===== src/rtl/lin_wake_pkg.sv =====
package lin_wake_pkg;

  // Wake filter state: waiting for a fall, or counting a held low.
  typedef enum logic {
    FLT_IDLE  = 1'b0,
    FLT_ARMED = 1'b1
  } flt_state_t;

  // Wake sources, one filter each.
  localparam int NUM_WAKE_SRC = 2;
  localparam int SRC_BUS      = 0;
  localparam int SRC_PIN      = 1;

endpackage


===== src/rtl/lin_edge_hold_filter.sv =====
module lin_edge_hold_filter
  import lin_wake_pkg::*;
#(
  parameter int HOLD_TICKS = 90
) (
  input  logic clk,
  input  logic rst,
  input  logic en,
  input  logic tick,
  input  logic sig_in,
  output logic wake_pulse
);

  localparam int CW = $clog2(HOLD_TICKS + 1);
  localparam logic [CW-1:0] LAST = CW'(HOLD_TICKS - 1);

  flt_state_t    state;
  logic          prev_lvl;
  logic [CW-1:0] cnt;
  logic          fall_seen;

  assign fall_seen = prev_lvl & ~sig_in;

  always_ff @(posedge clk) begin
    if (rst) begin
      state      <= FLT_IDLE;
      prev_lvl   <= 1'b0;
      cnt        <= '0;
      wake_pulse <= 1'b0;
    end else begin
      prev_lvl   <= sig_in;
      wake_pulse <= 1'b0;
      if (!en) begin
        state <= FLT_IDLE;
        cnt   <= '0;
      end else begin
        case (state)
          FLT_IDLE: begin
            if (fall_seen) begin
              state <= FLT_ARMED;
              cnt   <= '0;
            end
          end
          FLT_ARMED: begin
            if (sig_in) begin
              state <= FLT_IDLE;
            end else if (tick) begin
              if (cnt == LAST) begin
                wake_pulse <= 1'b1;
                state      <= FLT_IDLE;
              end else begin
                cnt <= cnt + 1'b1;
              end
            end
          end
          default: state <= FLT_IDLE;
        endcase
      end
    end
  end

  AST_WAKE_ONE_CYCLE: assert property (@(posedge clk) disable iff (rst)
    wake_pulse |=> !wake_pulse);

  AST_WAKE_NEEDS_MODE: assert property (@(posedge clk) disable iff (rst)
    !en |=> !wake_pulse);

  AST_WAKE_WHILE_LOW: assert property (@(posedge clk) disable iff (rst)
    wake_pulse |-> !$past(sig_in));

  AST_ARM_ONLY_ON_FALL: assert property (@(posedge clk) disable iff (rst)
    (state == FLT_IDLE && en && !fall_seen) |=> state == FLT_IDLE);

endmodule


===== src/rtl/lin_txd_dom_guard.sv =====
module lin_txd_dom_guard #(
  parameter int TMO_TICKS = 10000
) (
  input  logic clk,
  input  logic rst,
  input  logic tick,
  input  logic txd,
  input  logic tx_allow,
  output logic drv_dom
);

  localparam int CW = $clog2(TMO_TICKS + 1);
  localparam logic [CW-1:0] LAST = CW'(TMO_TICKS - 1);

  logic [CW-1:0] cnt;
  logic          tmo_latched;
  logic          tmo_now;

  // The tick that completes the count turns the driver off in the same sample.
  assign tmo_now = ~txd & ~tmo_latched & tick & (cnt == LAST);

  always_ff @(posedge clk) begin
    if (rst) begin
      cnt         <= '0;
      tmo_latched <= 1'b0;
      drv_dom     <= 1'b0;
    end else begin
      if (txd) begin
        cnt         <= '0;
        tmo_latched <= 1'b0;
      end else if (!tmo_latched && tick) begin
        if (cnt == LAST) tmo_latched <= 1'b1;
        else             cnt <= cnt + 1'b1;
      end
      drv_dom <= ~txd & tx_allow & ~tmo_latched & ~tmo_now;
    end
  end

  AST_DOM_NEEDS_TXD_LOW: assert property (@(posedge clk) disable iff (rst)
    drv_dom |-> !$past(txd));

  AST_DOM_NEEDS_ALLOW: assert property (@(posedge clk) disable iff (rst)
    drv_dom |-> $past(tx_allow));

  AST_TMO_HOLDS: assert property (@(posedge clk) disable iff (rst)
    (tmo_latched && !txd) |=> (tmo_latched && !drv_dom));

  AST_TMO_CLEARS: assert property (@(posedge clk) disable iff (rst)
    txd |=> (!tmo_latched && cnt == '0));

endmodule


===== src/rtl/lin_wake_guard.sv =====
module lin_wake_guard
  import lin_wake_pkg::*;
#(
  parameter int BUS_FILT_TICKS  = 90,
  parameter int WAKE_FILT_TICKS = 130,
  parameter int DOM_TMO_TICKS   = 10000
) (
  input  logic clk,
  input  logic rst,
  input  logic us_tick,
  input  logic lp_mode,
  input  logic supply_uv,
  input  logic bus_rx,
  input  logic wake_in,
  input  logic txd,
  output logic remote_wake,
  output logic local_wake,
  output logic drv_dom
);

  logic [NUM_WAKE_SRC-1:0] src_lvl;
  logic [NUM_WAKE_SRC-1:0] src_wake;
  logic                    tx_allow;

  assign src_lvl[SRC_BUS] = bus_rx;
  assign src_lvl[SRC_PIN] = wake_in;
  assign tx_allow         = ~supply_uv & ~lp_mode;

  for (genvar g = 0; g < NUM_WAKE_SRC; g++) begin : g_wake
    localparam int HOLD = (g == SRC_BUS) ? BUS_FILT_TICKS : WAKE_FILT_TICKS;
    lin_edge_hold_filter #(.HOLD_TICKS(HOLD)) u_flt (
      .clk        (clk),
      .rst        (rst),
      .en         (lp_mode),
      .tick       (us_tick),
      .sig_in     (src_lvl[g]),
      .wake_pulse (src_wake[g])
    );
  end

  assign remote_wake = src_wake[SRC_BUS];
  assign local_wake  = src_wake[SRC_PIN];

  lin_txd_dom_guard #(.TMO_TICKS(DOM_TMO_TICKS)) u_txg (
    .clk      (clk),
    .rst      (rst),
    .tick     (us_tick),
    .txd      (txd),
    .tx_allow (tx_allow),
    .drv_dom  (drv_dom)
  );

  AST_RESET_QUIET: assert property (@(posedge clk)
    $past(rst) |-> (!remote_wake && !local_wake && !drv_dom));

endmodule


===== config.mk =====
export PLATFORM = sky130hd
export DESIGN_NAME = lin_wake_guard
export DESIGN_NICKNAME = d
export VERILOG_FILES = /design/src/rtl/lin_wake_pkg.sv /design/src/rtl/lin_edge_hold_filter.sv /design/src/rtl/lin_txd_dom_guard.sv /design/src/rtl/lin_wake_guard.sv
export SDC_FILE = /design/constraint.sdc
export NUM_CORES = 1
export LEC_CHECK = 0
export ABC_AREA = 1
export BUFFER_PORTS_ARGS = -buffer_cell sky130_fd_sc_hd__clkbuf_2
export CAP_MARGIN = 0
export CORE_MARGIN = 2
export CORE_UTILIZATION = 60
export DETAILED_ROUTE_END_ITERATION = 8
export HOLD_SLACK_MARGIN = 0.1
export PLACE_DENSITY_LB_ADDON = 0.25
export SLEW_MARGIN = 25
export SYNTH_ARGS = -nofsm -noshare
export SYNTH_HDL_FRONTEND = slang
export SYNTH_SLANG_ARGS = --single-unit

===== constraint.sdc =====
create_clock -name clk -period 1.79 [get_ports clk]
set_input_delay 0.179 -clock clk [delete_from_list [all_inputs] [get_ports clk]]
set_output_delay 0.179 -clock clk [all_outputs]
set_load 0.02 [all_outputs]

==> results.py <==
metrics = {
    "pwr": {
        "fin_total_pwr_mw": 1.43,
        "combPwrFrac_pct": 6.0,
        "seqPwrFrac_pct": 58.2,
        "p_int_mw": 1.09,
        "p_leak_nw": 0.886,
        "power.density_nw_per_um2": 650,
        "p_sw_mw": 0.344,
        "pwr-share-clk_pct": 35.8,
        "swShare_pct": 24.0,
        "peakVddDrop_mv": 0.453,
    },
    "critical_path": {
        "cpPeakStageDelay_ps": 520,
        "cp_slowest_cell": "dlygate4sd3_1",
        "crit_fanout": 11,
        "cp_data_required_time_ps": 2050,
        "crit_start": "us_tick",
        "r2r-start": "u_txg.cnt[0]",
        "reg2reg_slack_ps": 320,
        "critical_path_arrival_ps": 1790,
        "r2r_end": "u_txg.tmo_latched",
        "path_class": "primary input to register",
        "end_kind": "register",
        "reg2reg_depth": 9,
        "worstSetupStartpointType": "primary input",
        "path_cells": "dlygate4sd3_1, clkbuf_2, inv_2, nor2_4, inv_1, nor2_1, nand2_1, o21ai_0, a21oi_1",
    },
    "grt": {
        "grt_max_degree": 14,
        "antenna_found_initial": 0,
        "grt_pass1_vias": 1713,
        "grt_pass1_wl_mm": 6.76,
        "overflow": 0,
        "grt_usage_pct": 24.2,
    },
    "worst_hold_path": {
        "hp-start": "bus_rx",
        "whs_path_depth": 4,
        "min_to": "g_wake[0].u_flt.state",
        "hold_path_class": "primary input to register",
    },
    "routing": {
        "drt_iter0_drc": 126,
        "final_antenna_net_count": 0,
        "routed_wirelength_mm": 3.84,
        "via_per_inst": 5.10,
        "firstDrtPassIters": 5,
        "post_drt_wl_per_cell_um": 10.4,
        "drcViolationCount": 0,
        "route.vias.total": 1871,
    },
    "die": {
        "dieArea_um2": 3800,
        "initial_core_util_pct": 64.3,
        "die-height_um": 61.7,
        "io_pins": 11,
        "chipWidth_um": 61.7,
        "core-area_um2": 3100,
        "rows": 20,
    },
    "logic_synthesis": {
        "synth-compound-area-share_pct": 8.28,
        "ys_seq_area_share_pct": 37.1,
        "synthMuxAreaShare_pct": 0,
        "synth_top_family_by_area": "simple AND/OR/NAND/NOR gates",
        "synth-xor-area-share_pct": 1.76,
        "async_flop_share_pct": 0,
        "syn_inst": 301,
        "ys_types": 28,
        "ys_ff_latch": 37,
        "synth-adder-area-share_pct": 3.14,
        "synth_nets": 314,
        "synthSimpleGateAreaFrac_pct": 39.9,
        "avgSynthCellArea_um2": 6.63,
        "syn_area_um2": 1990,
        "yosys_warnings": 0,
        "synth_edf_count": 0,
        "synth_flop_cell": "dfxtp_1",
    },
    "clock_network": {
        "root_buffer": "clkbuf_4",
        "clk_path_buf_depth": 2,
        "cts_tree": "done",
        "cts_max_level": 2,
        "clk_pin_slew_ps": 110,
        "cts.sinks": 37,
        "clk-insertion-delay-late_ps": 350,
        "cts-buffers-inserted": 5,
    },
    "sta": {
        "final.period_utilization_pct": 85.6,
        "rsz0062_at_grt": "no",
        "drv_slew": 0,
        "relSlewSlack_pct": 72.2,
        "setup_viol": 0,
        "fin_skew_ps": 13.0,
        "min_period_ps": 1530,
        "worst_slew_pin_slew_ps": 416,
        "fin_setup_tns_ps": 0,
        "hold_viol": 0,
        "fin_hold_ws_ps": 139,
        "fmax_mhz": 653,
    },
    "final_layout": {
        "postLayoutCoreUtil_pct": 71.1,
        "instances_no_fill": 367,
        "nNetsFinal": 335,
        "diodes": 0,
        "final_common_cell": "nand2_1",
        "fillers": 288,
        "mostFrequentLayoutCells": "nand2_1, nor2_1, inv_1",
        "syn2layout_area_growth_pct": 10.6,
        "drive_above_1_share_pct": 10.8,
    },
    "status": {
        "status": "finished, final reports clean",
    },
    "run": {
        "cap_violations": 0,
    },
    "placed_design": {
        "dp_hpwl_mm": 2.71,
        "portBuffers": 10,
        "gp_congestion": 0.931,
        "place_inst": 352,
    },
}
through the flow:
step                      setup slack [ps]  area (um2)
after floorplan                        498        1990
after global placement                 424        2070
after detailed placement               348        2070
after CTS                              290        2210
after global routing                   124        2210
final                                  258        2210
state kept, by name, summed over array words and instances (netlist names):
| signal | cells |
|---|---|
| g_wake.u_flt.cnt | 15 |
| u_txg.cnt | 14 |
| g_wake.u_flt.prev_lvl | 2 |
| g_wake.u_flt.state | 2 |
| g_wake.u_flt.wake_pulse | 2 |
| u_txg.drv_dom | 1 |
| u_txg.tmo_latched | 1 |
repair_timing:
action                    4_1_cts  5_1_grt
gates resized for setup         0        0
hold endpoints to repair        4        0
setup buffers                   0        0
hold buffers                    7        0
power groups by stage:
stage | sequential, mW | clock, mW | combinational [mW]
after floorplan | 0.853 | 0 | 0.0541
after global placement | 0.853 | 0 | 0.0735
after detailed placement | 0.853 | 0 | 0.0743
after CTS | 0.834 | 0.529 | 0.0849
after global routing | 0.836 | 0.564 | 0.0973
final | 0.834 | 0.514 | 0.0857
final cells by class:
| cell class | count | area, um2 | area share (%) |
|---|---|---|---|
| Clock buffer | 7 | 65.1 | 2.95 |
| Sequential cell | 37 | 741 | 33.6 |
| Timing Repair Buffer | 18 | 128 | 5.79 |
| Multi-Input combinational cell | 219 | 1060 | 48.0 |
| Clock inverter | 1 | 5.00 | 0.227 |
| Inverter | 41 | 154 | 6.98 |
| Tap cell | 44 | 55.1 | 2.50 |
kinds of logic (layout without fill, tap and decap cells):
group                      after synthesis  after routing
adders and majority gates                5              5
DFF                                     37             37
AOI/OAI and AO/OA                       31             31
buffers and inverters                   45             67
xor gates and xnor gates                 4              4
and+or+nand+nor                        179            179
worst max-delay path: cells and delay by family:
family	cells	cell delay (ps)
buffers and inverters	4	810
AO/OA/AOI/OAI	2	210
AND/OR/NAND/NOR	3	590
per-layer routing:
layer / GRT usage, % / wire (um)
met1: 28.2 / 1820
met2: 40.9 / 1760
met3: 6.93 / 185
met4: 11.2 / 73
met5: 0 / 0
Yosys cell counts (2+ instances only):
library cell / count / share of area [%]
nand2_1: 73 / 14
nor2_1: 51 / 9.6
inv_1: 38 / 7.2
dfxtp_1: 37 / 37
nand3_1: 28 / 7.0
a21oi_1: 22 / 5.5
nor3_1: 8 / 2.0
o21ai_0: 6 / 1.5
ha_1: 5 / 3.1
nand2_2: 4 / 1.3
inv_2: 3 / 0.56
nand4_1: 3 / 0.94
xor2_1: 3 / 1.3
buf_6: 2 / 1.1
nand2_4: 2 / 1.1
nand3b_1: 2 / 0.75
nor2_2: 2 / 0.63
or2_1: 2 / 0.63
worst max-delay path by stage:
stage                   endpoint  slack (ps)  cells after the start
4_1_cts             u_txg.cnt[7]         290                      9
5_1_grt             u_txg.cnt[7]         120                      9
2_1_floorplan       u_txg.cnt[4]         500                     10
3_3_place_gp        u_txg.cnt[4]         420                     10
3_5_place_dp   u_txg.tmo_latched         350                      9
6_report            u_txg.cnt[7]         260                      9
(Power assumes the default switching activity.)
